[src/rtl/adma_pkg.sv]
package adma_pkg;
  typedef enum logic [1:0] {
    ST_IDLE  = 2'd0,
    ST_GATE  = 2'd1,
    ST_LEFT  = 2'd2,
    ST_RIGHT = 2'd3
  } adma_state_e;
endpackage

[src/rtl/adma_free_ctr.sv]
module adma_free_ctr #(
  parameter int CAP = 2,
  parameter int W   = $clog2(CAP + 1)
) (
  input  logic clk,
  input  logic rst_n,
  input  logic give,
  input  logic take,
  output logic has_room
);
  logic [W-1:0] level_q;
  logic [W:0]   sum;
  logic [W-1:0] level_d;

  always_comb begin
    sum = {1'b0, level_q} - {{W{1'b0}}, take} + {{W{1'b0}}, give};
    if (sum > (W + 1)'(CAP)) level_d = W'(CAP);
    else                     level_d = sum[W-1:0];
  end

  always_ff @(posedge clk) begin
    if (!rst_n) level_q <= W'(CAP);
    else        level_q <= level_d;
  end

  assign has_room = (level_q != '0);
endmodule

[src/rtl/adma_addr_gen.sv]
module adma_addr_gen #(
  parameter int ADDR_W    = 20,
  parameter int POS_W     = 9,
  parameter int CNT_W     = 8,
  parameter int BASE      = 'h2000,
  parameter int RIGHT_OFS = 'h200
) (
  input  logic [POS_W-1:0]  wpos,
  input  logic              right,
  input  logic [CNT_W-1:0]  cnt,
  output logic [ADDR_W-1:0] half_start,
  output logic [ADDR_W-1:0] addr
);
  logic [ADDR_W-1:0] side_ofs;

  always_comb begin
    side_ofs   = right ? ADDR_W'(RIGHT_OFS) : '0;
    half_start = ADDR_W'(BASE) + side_ofs + ADDR_W'(wpos);
    addr       = half_start + ADDR_W'(cnt);
  end
endmodule

[src/rtl/adma_irq_watch.sv]
module adma_irq_watch #(
  parameter int ADDR_W = 20,
  parameter int SPAN   = 256,
  parameter int NCORE  = 2
) (
  input  logic                          chk,
  input  logic [ADDR_W-1:0]             start,
  input  logic [NCORE-1:0]              en,
  input  logic [NCORE-1:0][ADDR_W-1:0]  watch,
  output logic [NCORE-1:0]              hit
);
  logic [ADDR_W:0] stop;
  assign stop = {1'b0, start} + (ADDR_W + 1)'(SPAN);

  for (genvar i = 0; i < NCORE; i++) begin : g_core
    assign hit[i] = chk && en[i] && (watch[i] >= start) &&
                    ({1'b0, watch[i]} < stop);
  end
endmodule

[src/rtl/adma_stream_in.sv]
module adma_stream_in #(
  parameter int CORE_ID         = 0,
  parameter int ADDR_W          = 20,
  parameter int DATA_W          = 16,
  parameter int LEN_W           = 16,
  parameter int HALF_WORDS      = 256,
  parameter int FREE_CAP        = 2,
  parameter int REGION_BASE     = 'h2000,
  parameter int CORE_STRIDE_LOG = 10
) (
  input  logic              clk,
  input  logic              rst_n,
  input  logic [1:0]        auto_ctrl,
  input  logic              xfer_start,
  input  logic [LEN_W-1:0]  xfer_len,
  input  logic              s_valid,
  output logic              s_ready,
  input  logic [DATA_W-1:0] s_data,
  input  logic              free_ret,
  input  logic [1:0]        watch_en,
  input  logic [ADDR_W-1:0] watch_addr0,
  input  logic [ADDR_W-1:0] watch_addr1,
  input  logic [1:0]        info_clr,
  output logic              mem_we,
  output logic [ADDR_W-1:0] mem_addr,
  output logic [DATA_W-1:0] mem_wdata,
  output logic              xfer_done,
  output logic [3:0]        irq_info
);
  import adma_pkg::*;

  localparam int CNT_W       = $clog2(HALF_WORDS);
  localparam int POS_W       = $clog2(2 * HALF_WORDS);
  localparam int CHUNK_BYTES = 4 * HALF_WORDS;
  localparam int RIGHT_OFS   = 2 * HALF_WORDS;
  localparam int BASE        = REGION_BASE + (CORE_ID << CORE_STRIDE_LOG);
  localparam logic [1:0] SEL = 2'(1 << CORE_ID);

  adma_state_e       state_q;
  logic [CNT_W-1:0]  cnt_q;
  logic [POS_W-1:0]  wpos_q;
  logic [LEN_W-1:0]  rem_q;
  logic              done_q;
  logic [1:0]        info_q;

  logic              auto_on;
  logic              accept;
  logic              last_word;
  logic              chunk_end;
  logic              has_room;
  logic [ADDR_W-1:0] half_start;
  logic [ADDR_W-1:0] wr_addr;
  logic [1:0]        hit;
  logic [1:0][ADDR_W-1:0] watch_vec;

  assign auto_on   = |(auto_ctrl & SEL);
  assign s_ready   = (state_q == ST_LEFT) || (state_q == ST_RIGHT);
  assign accept    = s_valid && s_ready;
  assign last_word = accept && (cnt_q == CNT_W'(HALF_WORDS - 1));
  assign chunk_end = last_word && (state_q == ST_RIGHT);
  assign watch_vec = {watch_addr1, watch_addr0};

  adma_free_ctr #(.CAP(FREE_CAP)) u_free (
    .clk      (clk),
    .rst_n    (rst_n),
    .give     (free_ret),
    .take     (chunk_end),
    .has_room (has_room)
  );

  adma_addr_gen #(
    .ADDR_W    (ADDR_W),
    .POS_W     (POS_W),
    .CNT_W     (CNT_W),
    .BASE      (BASE),
    .RIGHT_OFS (RIGHT_OFS)
  ) u_addr (
    .wpos       (wpos_q),
    .right      (state_q == ST_RIGHT),
    .cnt        (cnt_q),
    .half_start (half_start),
    .addr       (wr_addr)
  );

  adma_irq_watch #(
    .ADDR_W (ADDR_W),
    .SPAN   (HALF_WORDS),
    .NCORE  (2)
  ) u_watch (
    .chk   (last_word),
    .start (half_start),
    .en    (watch_en),
    .watch (watch_vec),
    .hit   (hit)
  );

  // sequencing of a transfer: idle -> gate -> left half -> right half -> gate
  always_ff @(posedge clk) begin
    if (!rst_n) begin
      state_q <= ST_IDLE;
      cnt_q   <= '0;
      wpos_q  <= '0;
      rem_q   <= '0;
      done_q  <= 1'b0;
    end else begin
      done_q <= 1'b0;
      unique case (state_q)
        ST_IDLE: begin
          if (xfer_start) begin
            if (xfer_len < LEN_W'(2)) begin
              done_q <= 1'b1;
            end else if (auto_on) begin
              rem_q   <= xfer_len;
              state_q <= ST_GATE;
            end
          end
        end
        ST_GATE: begin
          if (rem_q < LEN_W'(CHUNK_BYTES)) begin
            done_q  <= 1'b1;
            state_q <= ST_IDLE;
          end else if (has_room) begin
            cnt_q   <= '0;
            state_q <= ST_LEFT;
          end
        end
        ST_LEFT: begin
          if (accept) cnt_q <= cnt_q + 1'b1;
          if (last_word) begin
            cnt_q   <= '0;
            state_q <= ST_RIGHT;
          end
        end
        ST_RIGHT: begin
          if (accept) cnt_q <= cnt_q + 1'b1;
          if (last_word) begin
            cnt_q   <= '0;
            rem_q   <= rem_q - LEN_W'(CHUNK_BYTES);
            wpos_q  <= wpos_q + POS_W'(HALF_WORDS);
            state_q <= ST_GATE;
          end
        end
        default: state_q <= ST_IDLE;
      endcase
    end
  end

  // registered memory write port
  always_ff @(posedge clk) begin
    if (!rst_n) begin
      mem_we    <= 1'b0;
      mem_addr  <= '0;
      mem_wdata <= '0;
    end else begin
      mem_we <= accept;
      if (accept) begin
        mem_addr  <= wr_addr;
        mem_wdata <= s_data;
      end
    end
  end

  // sticky watch flags, set has priority over clear
  for (genvar i = 0; i < 2; i++) begin : g_info
    always_ff @(posedge clk) begin
      if (!rst_n)          info_q[i] <= 1'b0;
      else if (hit[i])     info_q[i] <= 1'b1;
      else if (info_clr[i]) info_q[i] <= 1'b0;
    end
  end

  assign xfer_done = done_q;
  assign irq_info  = {info_q, 2'b00};
endmodule

[config.mk]
export PLATFORM = sky130hd
export DESIGN_NAME = adma_stream_in
export DESIGN_NICKNAME = d
export VERILOG_FILES = /design/src/rtl/adma_pkg.sv /design/src/rtl/adma_free_ctr.sv /design/src/rtl/adma_addr_gen.sv /design/src/rtl/adma_irq_watch.sv /design/src/rtl/adma_stream_in.sv
export SDC_FILE = /design/constraint.sdc
export NUM_CORES = 1
export LEC_CHECK = 0
export BUFFER_PORTS_ARGS = -buffer_cell sky130_fd_sc_hd__buf_2
export CORE_UTILIZATION = 30
export DETAILED_ROUTE_END_ITERATION = 8
export SYNTH_ARGS = -nofsm -noshare
export SYNTH_HDL_FRONTEND = slang
export SYNTH_SLANG_ARGS = --single-unit
[constraint.sdc]
create_clock -name clk -period 2.83 [get_ports clk]
set_input_delay 0.849 -clock clk [delete_from_list [all_inputs] [get_ports clk]]
set_output_delay 0.849 -clock clk [all_outputs]
set_load 0.02 [all_outputs]
---- Word-level counts from Yosys, hierarchy flattened ----
Index checks and enable logic that the tools add are counted.
storage, ports and cells
  register bits ........................... 77
  input bits .............................. 83
  output and inout port bits .............. 43
  word-level logic and storage cells ...... 90
cells by class
  add/sub/neg operators ................... 9
  $lt $le $gt $ge ......................... 7
  equal/unequal tests ..................... 13
  mux-type cells .......................... 27
  bitwise gates (word level) .............. 1
  reduce and logical (&&, ||, !) cells .... 22
operators by type and width
  operator                                              number
  two-way mux 16 bit                                    4
  < comparator 20 x 21 -> 1 bit                         2
  greater-or-equal comparator 20 bit                    2
  two-way mux 8 bit                                     4
  case mux 16 bit (2 select lines)                      1
  adder 20 x 9 -> 21 bit, second input constant         1
  adder 14 x 20 -> 20 bit, first input constant         1
  adder 20 x 8 -> 20 bit                                1
  adder 20 x 9 -> 20 bit                                1
  < comparator 16 x 11 -> 1 bit, second input constant  1
  < comparator 16 x 2 -> 1 bit, second input constant   1
  case mux 8 bit (2 select lines)                       1
  subtractor 16 x 11 -> 16 bit, second input constant   1
  two-way mux 2 bit                                     7
  inequality test 2 bit, second input constant          7
  two-way mux 10 bit                                    1
  nonzero test 2 bit                                    5
  adder 9 bit, second input constant                    1
  logical AND 1 bit                                     9
  adder 8 x 1 -> 8 bit, second input constant           1
  equality test 8 bit, second input constant            1
  case mux 2 bit (4 select lines)                       1
  two-way mux 1 bit                                     7
  AND reduction 6 bit                                   1
  other kinds (15)                                      17

---- Depth between registers and ports, before layout ----
Gate-level depths: netlist of the first run.
  depth after elaboration ................. 9
  depth in mapped cells ................... 12
  depth with buffers taken out ............ 12

---- Modules after synthesis ----
From an unflattened synthesis of the first run, not the netlist that was laid out.
unflattened totals
  cell total of the unflattened synthesis .. 637
  area total of the unflattened synthesis .. 5,013.6 um^2
by module, submodules not included
  module          instances  cells each  area each (um^2)  sequential area each (um^2)
  adma_stream_in  1          321         2,544.9           1,141.1
  adma_irq_watch  1          211         1,680.4           0.0
  adma_addr_gen   1          92          658.1             0.0
  adma_free_ctr   1          13          130.1             40.0

---- Worst setup path before layout of the first run ----
No wires, ideal clock.
  path type ............................... input -> register
  from .................................... input s_valid
  to ...................................... register u_free.level_q[0]
  library setup time ...................... 0.064 ns
  arrival time ............................ 2.552 ns
  data required time ...................... 2.766 ns
  setup slack ............................. 0.213 ns
  cell stages on the path ................. 9
  path buffers ............................ 0
  cells stage by stage .................... o2111a_1 -> nand4_1 -> inv_1 -> ha_1 -> inv_1 -> ha_1 -> fa_1 -> or3_1 -> nor2_1
on the way
  cells in the longest elaborated chain, start to end .. 7
ends and longest elaborated chain
  element                                 line                  text
  start: declaration                      adma_stream_in.sv:16  input logic s_valid,
  logical AND 1 bit                       adma_stream_in.sv:58  assign accept = s_valid && s_ready;
  logical AND 1 bit                       adma_stream_in.sv:59  assign last_word = accept && (cnt_q == CNT_W'(HALF_WORDS - 1));
  logical AND 1 bit                       adma_stream_in.sv:60  assign chunk_end = last_word && (state_q == ST_RIGHT);
  named net chunk_end                     adma_stream_in.sv:49  logic chunk_end;
  subtractor 2 x 1 -> 3 bit               adma_free_ctr.sv:16   sum = {1'b0, level_q} - {{W{1'b0}}, take} + {{W{1'b0}}, give};
  adder 3 x 1 -> 3 bit                    adma_free_ctr.sv:16
  named net u_free.sum[1]                 adma_free_ctr.sv:12   logic [W:0] sum;
  greater-than comparator 3 x 2 -> 1 bit  adma_free_ctr.sv:17   if (sum > (W + 1)'(CAP)) level_d = W'(CAP);
  OR reduction 2 bit (no source line)     -
  end signal: assignment                  adma_free_ctr.sv:22   if (!rst_n) level_q <= W'(CAP);
  end signal: assignment                  adma_free_ctr.sv:23   else level_q <= level_d;
  end: declaration                        adma_free_ctr.sv:11   logic [W-1:0] level_q;
The timed path passes the listed nets, and every way through them passes these cells.
A chain may end at the register's enable or synchronous reset.

---- Worst setup path in the final report of the first run ----
  from .................................... register state_q[0]
  to ...................................... register u_free.level_q[0]
on the way
  cells in the longest elaborated chain, start to end .. 9
  elaborated cells between the ends (all ways) .. 10
  classes of those cells .................. add/sub (2); order compare (1); eq/ne (2); reduce/logical (5)
ends and longest elaborated chain
  element                                        line                                        text
  start: declaration                             adma_stream_in.sv:39                        adma_state_e state_q;
  start signal: assignment                       adma_stream_in.sv:100                       state_q <= ST_IDLE;
  start signal: assignment                       adma_stream_in.sv:114                       state_q <= ST_GATE;
  start signal: assignment                       adma_stream_in.sv:121                       state_q <= ST_IDLE;
  equality test 2 bit, on equally long branches  adma_stream_in.sv:57, adma_stream_in.sv:60
  logical OR 1 bit                               adma_stream_in.sv:57                        assign s_ready = (state_q == ST_LEFT) || (state_q == ST_RIGHT);
  logical AND 1 bit                              adma_stream_in.sv:58
  logical AND 1 bit                              adma_stream_in.sv:59
  logical AND 1 bit *                            adma_stream_in.sv:60
  named net chunk_end                            adma_stream_in.sv:49
  subtractor 2 x 1 -> 3 bit *                    adma_free_ctr.sv:16
  adder 3 x 1 -> 3 bit *                         adma_free_ctr.sv:16
  greater-than comparator 3 x 2 -> 1 bit         adma_free_ctr.sv:17
  OR reduction 2 bit (no source line)            -
The timed path passes the listed nets; every way through them passes the cells marked *.

==> results.sh, run 1 <==
export IMPL_dr_pass1_iters=4
export IMPL_dr_total_vias=2541
export IMPL_r2r_cells=12
export IMPL_use_met1=0.179
export IMPL_ant_nets=0
export IMPL_powerDensity_mw_per_mm2=429
export IMPL_combPwrFrac=0.174
export IMPL_track_usage=0.145
export IMPL_slowest_delay_ns=0.40
export IMPL_overflow=0
export IMPL_io_buffers=96
export IMPL_setup_viol=0
export IMPL_grtUsageMet2=0.250
export IMPL_synth_area_leaders="dfxtp_1 (37%), ha_1 (9.3%), nand2_1 (8.8%)"
export IMPL_regToRegSetupSlack_ns=0.23
export IMPL_synth_area_mm2=0.00268
export IMPL_critPathMaxFanout=7
export IMPL_ios=126
export IMPL_r2r_start="state_q[0]"
export IMPL_cts_tree="done"
export IMPL_syn2layout_area_growth_pct=25.9
export IMPL_synth_async_reset_ratio=0
export IMPL_use_met3=0.0250
export IMPL_netSwitchingFraction=0.285
export IMPL_critPathKind="flip-flop to flip-flop"
export IMPL_synth_top_area_cell="dfxtp_1"
export IMPL_p_total_mw=1.45
export IMPL_drive_gt1_frac=0.305
export IMPL_syn_area_per_cell_um2=8.28
export IMPL_seq_area_frac_synth=0.373
export IMPL_wl_per_cell_um=12.2
export IMPL_antenna_found_initial=0
export IMPL_grt_busiest_layer="met2"
export IMPL_cp_slowest_cell="dfxtp_2"
export IMPL_initial_core_util=0.309
export IMPL_diodes=0
export IMPL_gp_congestion=0.813
export IMPL_fp_dieArea_mm2=0.00932
export IMPL_root_buffer="clkbuf_8"
export IMPL_status="finished clean"
export IMPL_p_seq_frac=0.517
export IMPL_cts_clk_slew_worst_paths_ns=0.09
export IMPL_cts_repair_resized=0
export IMPL_relSlewSlack=0.323
export IMPL_cellLeakagePower_nw=1.48
export IMPL_yosysUniqueCellTypes=49
export IMPL_placementRows=34
export IMPL_synth_main_ff_cell="dfxtp_1"
export IMPL_initialDrtViolationCount=70
export IMPL_wirelength_um=6500
export IMPL_die_w_um=96.5
export IMPL_cts_num_sinks=50
export IMPL_required_ns=3.08
export IMPL_max_slew_worst_pin_slew_ns=1.01
export IMPL_worstSetupEndpoint="u_free.level_q[0]"
export IMPL_yosysTopAreaCellShare=0.373
export IMPL_ctsHtreeMaxLevel=2
export IMPL_ys_warnings_count=0
export IMPL_fin_nets=526
export IMPL_drv_slew=0
export IMPL_cp_start_kind="flip-flop"
export IMPL_dp_hpwl_um=4870
export IMPL_fin_setup_tns_ns=0
export IMPL_p_int_mw=1.04
export IMPL_min_period_over_period=0.920
export IMPL_num_fill_cells=903
export IMPL_end_kind="flip-flop"
export IMPL_cp_startpoint="state_q[0]"
export IMPL_core_mm2=0.00868
export IMPL_grt_pass1_vias=2303
export IMPL_grt_pass1_wl_um=10500
export IMPL_grt_max_degree=34
export IMPL_clk_insertion_delay_late_ns=0.31
export IMPL_rsz0062_at_grt="no"
export IMPL_crit_reg2reg_capture="u_free.level_q[0]"
export IMPL_min_period_ns=2.60
export IMPL_vdd_drop_max_v=0.000184
export IMPL_skew_ns=0.0101
export IMPL_die_h_um=96.5
export IMPL_cts_buffers=5
export IMPL_via_per_inst=4.79
export IMPL_hold_class="flip-flop to flip-flop"
export IMPL_cap_viol_max_count=0
export IMPL_pwr_share_clk=0.309
export IMPL_synth_edf_count=0
export IMPL_finalHoldViolCount=0
export IMPL_drc=0
export IMPL_cts_path_max_buffers=2
export IMPL_cts_hold_buffers_added=0
export IMPL_whs_ns=0.457
export IMPL_post_cts_buffers=0
export IMPL_worst_ep_arrival_time_ns=2.85
export IMPL_fmax_ghz=0.384
export IMPL_ys_ff_latch=50
export IMPL_switching_power_mw=0.412
export IMPL_synthCells=324
export IMPL_cp_cell_sequence="inv_1, ha_1, o2111a_1, nand4_1, inv_1, ha_1, inv_1, ha_1, fa_1, xnor2_1, or3_1, nor2_1"
critical path: cells and delay by family, from the launching register on:
family,cells,cell delay [ns]
fa+ha+maj,4,1.04
simple gates,3,0.55
flops,1,0.40
compound gates,1,0.24
buf+inv,3,0.18
xor+xnor,1,0.13
cells by family (layout without fill, tap and decap cells):
logic type / after synthesis / after routing / synth area share
AOI/OAI and AO/OA: 75 / 75 / 0.172
xor gates and xnor gates: 4 / 4 / 0.0131
adders and majority gates: 21 / 21 / 0.101
buffers and inverters: 45 / 134 / 0.0817
DFF: 50 / 50 / 0.373
muxes: 7 / 7 / 0.0261
other: 1 / 11 / 0.00140
and+or+nand+nor: 121 / 121 / 0.232
cells in the final DEF, fill, tap and decap left out, types with 2 or more instances in the layout:
cell type / count
or3_2: 5
xnor2_1: 3
dfxtp_1: 49
and4_1: 3
a2111oi_0: 3
buf_4: 11
a211oi_1: 2
a31oi_1: 2
or4_1: 2
or3_1: 3
conb_1: 11
a21oi_1: 39
nand2b_1: 6
clkbuf_8: 6
buf_2: 96
a21boi_0: 3
o21ai_0: 11
or4b_2: 2
nand4_1: 3
nand2_1: 63
inv_1: 19
ha_1: 20
nor4b_1: 3
nor4_1: 8
o2111ai_1: 2
nand3_1: 2
mux2i_1: 7
nor2_1: 12
o32ai_1: 4
synthesized netlist by cell type, types with 2 or more instances:
master      n
a2111oi_0   3
dfxtp_1    50
inv_1      19
or4b_2      2
or3_2       5
nand2_1    63
a211oi_1    2
or3_1       3
nor2b_1     2
nor2_1     12
nor4b_1     3
a21boi_0    3
nor4_1      8
ha_1       20
a21oi_1    39
clkbuf_1   13
buf_4      11
nand3_1     2
o21ai_0    11
and4_1      3
or4_1       2
o32ai_1     4
nand4_1     3
xnor2_1     3
a31oi_1     2
mux2i_1     7
o2111ai_1   2
nand2b_1    6
sequential cells by signal (all words and copies together), names as in the netlist:
register,count
wpos_q,1
mem_we,1
rem_q,6
mem_wdata,16
cnt_q,8
u_free.level_q,2
irq_info,2
xfer_done,1
mem_addr,11
state_q,2
layer usage:
layer | vias to the layer above | share of wire
li1 | 1306 | -
met1 | 1150 | 0.44
met2 | 76 | 0.49
met3 | 9 | 0.053
met4 | 0 | 0.017
met5 | - | 0
stage by stage:
| stage | worst slack (ns) | std cells | util | area [um2] |
|---|---|---|---|---|
| 2_1_floorplan | 0.213 | 334 | - | 2720 |
| 3_3_place_gp | 0.0806 | 523 | 0.377 | 3280 |
| 3_5_place_dp | 0.00783 | 523 | 0.377 | 3280 |
| 4_1_cts | 0.130 | 531 | 0.389 | 3370 |
| 5_1_grt | 0.0455 | 531 | 0.389 | 3380 |
| 6_report | 0.226 | 531 | 0.389 | 3380 |
power groups by stage:
stage | logic (mW) | registers, mW | clock network [mW]
6_report | 0.252 | 0.749 | 0.447
4_1_cts | 0.251 | 0.748 | 0.470
3_3_place_gp | 0.245 | 0.763 | 0
2_1_floorplan | 0.172 | 0.763 | 0
3_5_place_dp | 0.250 | 0.764 | 0
5_1_grt | 0.285 | 0.753 | 0.501
how the worst min path moves through the flow:
stage            startpoint            to  slack [ns]  depth (start not counted)
2_1_floorplan      cnt_q[5]   mem_addr[5]        0.45                          2
3_3_place_gp   mem_wdata[5]  mem_wdata[5]        0.44                          2
3_5_place_dp   mem_wdata[1]  mem_wdata[1]        0.44                          2
4_1_cts        mem_wdata[1]  mem_wdata[1]        0.46                          2
5_1_grt         mem_addr[0]   mem_addr[0]        0.47                          2
6_report        mem_addr[6]   mem_addr[6]        0.46                          2
cell type report:
type / count / area (um2) / share of cell area
Clock inverter: 2 / 16.3 / 0.00482
Clock buffer: 6 / 82.6 / 0.0245
Inverter: 19 / 71.3 / 0.0211
Sequential cell: 50 / 1000 / 0.297
Tap cell: 108 / 135 / 0.0400
Timing Repair Buffer: 107 / 563 / 0.167
Multi-Input combinational cell: 239 / 1510 / 0.446
Note: power is estimated with default switching activity, not from simulation.
==> inputs of run 2 (changes only) <==
--- a/config.mk
+++ b/config.mk
@@ -6,6 +6,7 @@
 export NUM_CORES = 1
 export LEC_CHECK = 0
 export BUFFER_PORTS_ARGS = -buffer_cell sky130_fd_sc_hd__buf_2
+export CORE_ASPECT_RATIO = 1.4
 export CORE_UTILIZATION = 30
 export DETAILED_ROUTE_END_ITERATION = 8
 export SYNTH_ARGS = -nofsm -noshare
==> constraint.sdc (replaced) <==
create_clock -name clk -period 2.83 [get_ports clk]
set_input_delay 0 -clock clk [delete_from_list [all_inputs] [get_ports clk]]
set_output_delay 0 -clock clk [all_outputs]
set_load 0.02 [all_outputs]
==> results.sh, run 2 (synthesized netlist as in run 1, its figures left out) <==
export IMPL_grt_max_degree=41
export IMPL_setup_viol=0
export IMPL_syn2layout_area_growth_pct=34.5
export IMPL_drc=0
export IMPL_routed_wl_met2_um=3320
export IMPL_timing_final_ws_setup_ns=0.235
export IMPL_largest_reg_flops=16
export IMPL_cts_clk_slew_worst_paths_ns=0.07
export IMPL_relSlewSlack=0.274
export IMPL_ctsHtreeMaxLevel=2
export IMPL_cts_num_sinks=50
export IMPL_wl_per_cell_um=12.3
export IMPL_hold_class="primary input to flip-flop"
export IMPL_powerDensity_mw_per_mm2=469
export IMPL_antenna_found_initial=0
export IMPL_dp_hpwl_um=4890
export IMPL_layout_common_cells="buf_2 (96), nand2_1 (63), dfxtp_1 (49), a21oi_1 (39), ha_1 (20)"
export IMPL_wl_met3_um=360
export IMPL_dr_total_vias=2635
export IMPL_ios=126
export IMPL_io_buffers=96
export IMPL_largestRegisters="mem_wdata x16, mem_addr x11, cnt_q x8"
export IMPL_cts_tree="done"
export IMPL_critPathMaxFanout=7
export IMPL_initial_core_util=0.311
export IMPL_via_per_inst=4.84
export IMPL_highest_layer="met4"
export IMPL_max_slew_worst_pin_slew_ns=1.08
export IMPL_hold_start="xfer_start"
export IMPL_status="finished clean"
export IMPL_cap_viol_max_count=0
export IMPL_rsz0062_at_grt="no"
export IMPL_worst_ep_arrival_time_ns=2.82
export IMPL_overflow=0
export IMPL_clk_insertion_delay_late_ns=0.28
export IMPL_cp_startpoint="state_q[0]"
export IMPL_fin_nets=542
export IMPL_cellLeakagePower_nw=1.58
export IMPL_fp_dieArea_mm2=0.00933
export IMPL_initialDrtViolationCount=152
export IMPL_vdd_drop_max_v=0.000258
export IMPL_required_ns=3.05
export IMPL_diodes=0
export IMPL_gp_congestion=0.835
export IMPL_critPathKind="flip-flop to flip-flop"
export IMPL_min_period_ns=2.60
export IMPL_dr_pass1_iters=4
export IMPL_track_usage=0.147
export IMPL_core_mm2=0.00861
export IMPL_cts_path_max_buffers=2
export IMPL_placementRows=40
export IMPL_post_place_ws_ns=0.0931
export IMPL_r2r_start="state_q[0]"
export IMPL_cp_start_kind="flip-flop"
export IMPL_wl_met1_um=2900
export IMPL_root_buffer="clkbuf_16"
export IMPL_min_period_over_period=0.917
export IMPL_grt_pass1_vias=2447
export IMPL_skew_ns=0.00378
export IMPL_ant_nets=0
export IMPL_fmax_ghz=0.385
export IMPL_wirelength_um=6710
export IMPL_top_register="mem_wdata"
export IMPL_fin_setup_tns_ns=0
export IMPL_drv_slew=0
export IMPL_die_h_um=114
export IMPL_post_cts_buffers=0
export IMPL_die_w_um=81.9
export IMPL_finalHoldViolCount=0
export IMPL_end_kind="flip-flop"
export IMPL_drive_gt1_frac=0.287
export IMPL_grt_pass1_wl_um=10900
export IMPL_cts_buffers=5
export IMPL_final_common_cell="buf_2"
==> run 2: layout make-up <==
type,count,area [um2]
Sequential cell,50,1000
Clock inverter,2,37.5
Timing Repair Buffer,123,728
Clock buffer,6,129
Fill cell,891,5000
Multi-Input combinational cell,239,1510
Tap cell,105,131
Inverter,19,71.3
==> run 2: worst paths after layout <==
check                           depth (start not counted)  slack [ns]                end
worst max-delay path                                   12        0.23  u_free.level_q[0]
worst min-delay path                                    3        0.03          xfer_done
worst max register to register                         12        0.23  u_free.level_q[0]
worst min register to register                          2        0.45      mem_wdata[15]
==> run 2: worst max-delay path: stages (launching register included) <==
cell      delay (ns)
dfxtp_4         0.39
inv_1           0.07
ha_1            0.21
o2111a_1        0.24
nand4_1         0.16
inv_1           0.06
ha_1            0.27
inv_1           0.04
ha_1            0.18
fa_1            0.37
xnor2_1         0.13
or3_1           0.33
nor2_1          0.09
==> run 2: power breakdown <==
part           internal (mW)  switching (mW)
logic                  0.128           0.141
clock network          0.417           0.257
registers              0.725          0.0251
total                   1.27           0.424
==> run 2: what timing repair did <==
action                     in CTS  in global routing
hold endpoints to repair       18                  0
gates resized for setup         0                  2
hold buffers                   18                  0
setup endpoints to repair       0                  2
==> run 2: per-layer routing <==
layer / track usage / up-vias
li1: - / 1336
met1: 0.171 / 1193
met2: 0.257 / 92
met3: 0.0304 / 14
met4: 0.0550 / 0
met5: 0 / -
==> run 2: per-stage QoR <==
step                 util  hold slack, ns  std cells  instance area (um2)  power, mW
floorplan               -           0.136        334                 2720      0.935
global placement    0.378           0.241        518                 3260       1.01
detailed placement  0.378           0.246        518                 3260       1.01
CTS                 0.419          0.0307        544                 3600       1.71
global route        0.419          0.0496        544                 3610       1.77
finish              0.419          0.0315        544                 3610       1.69
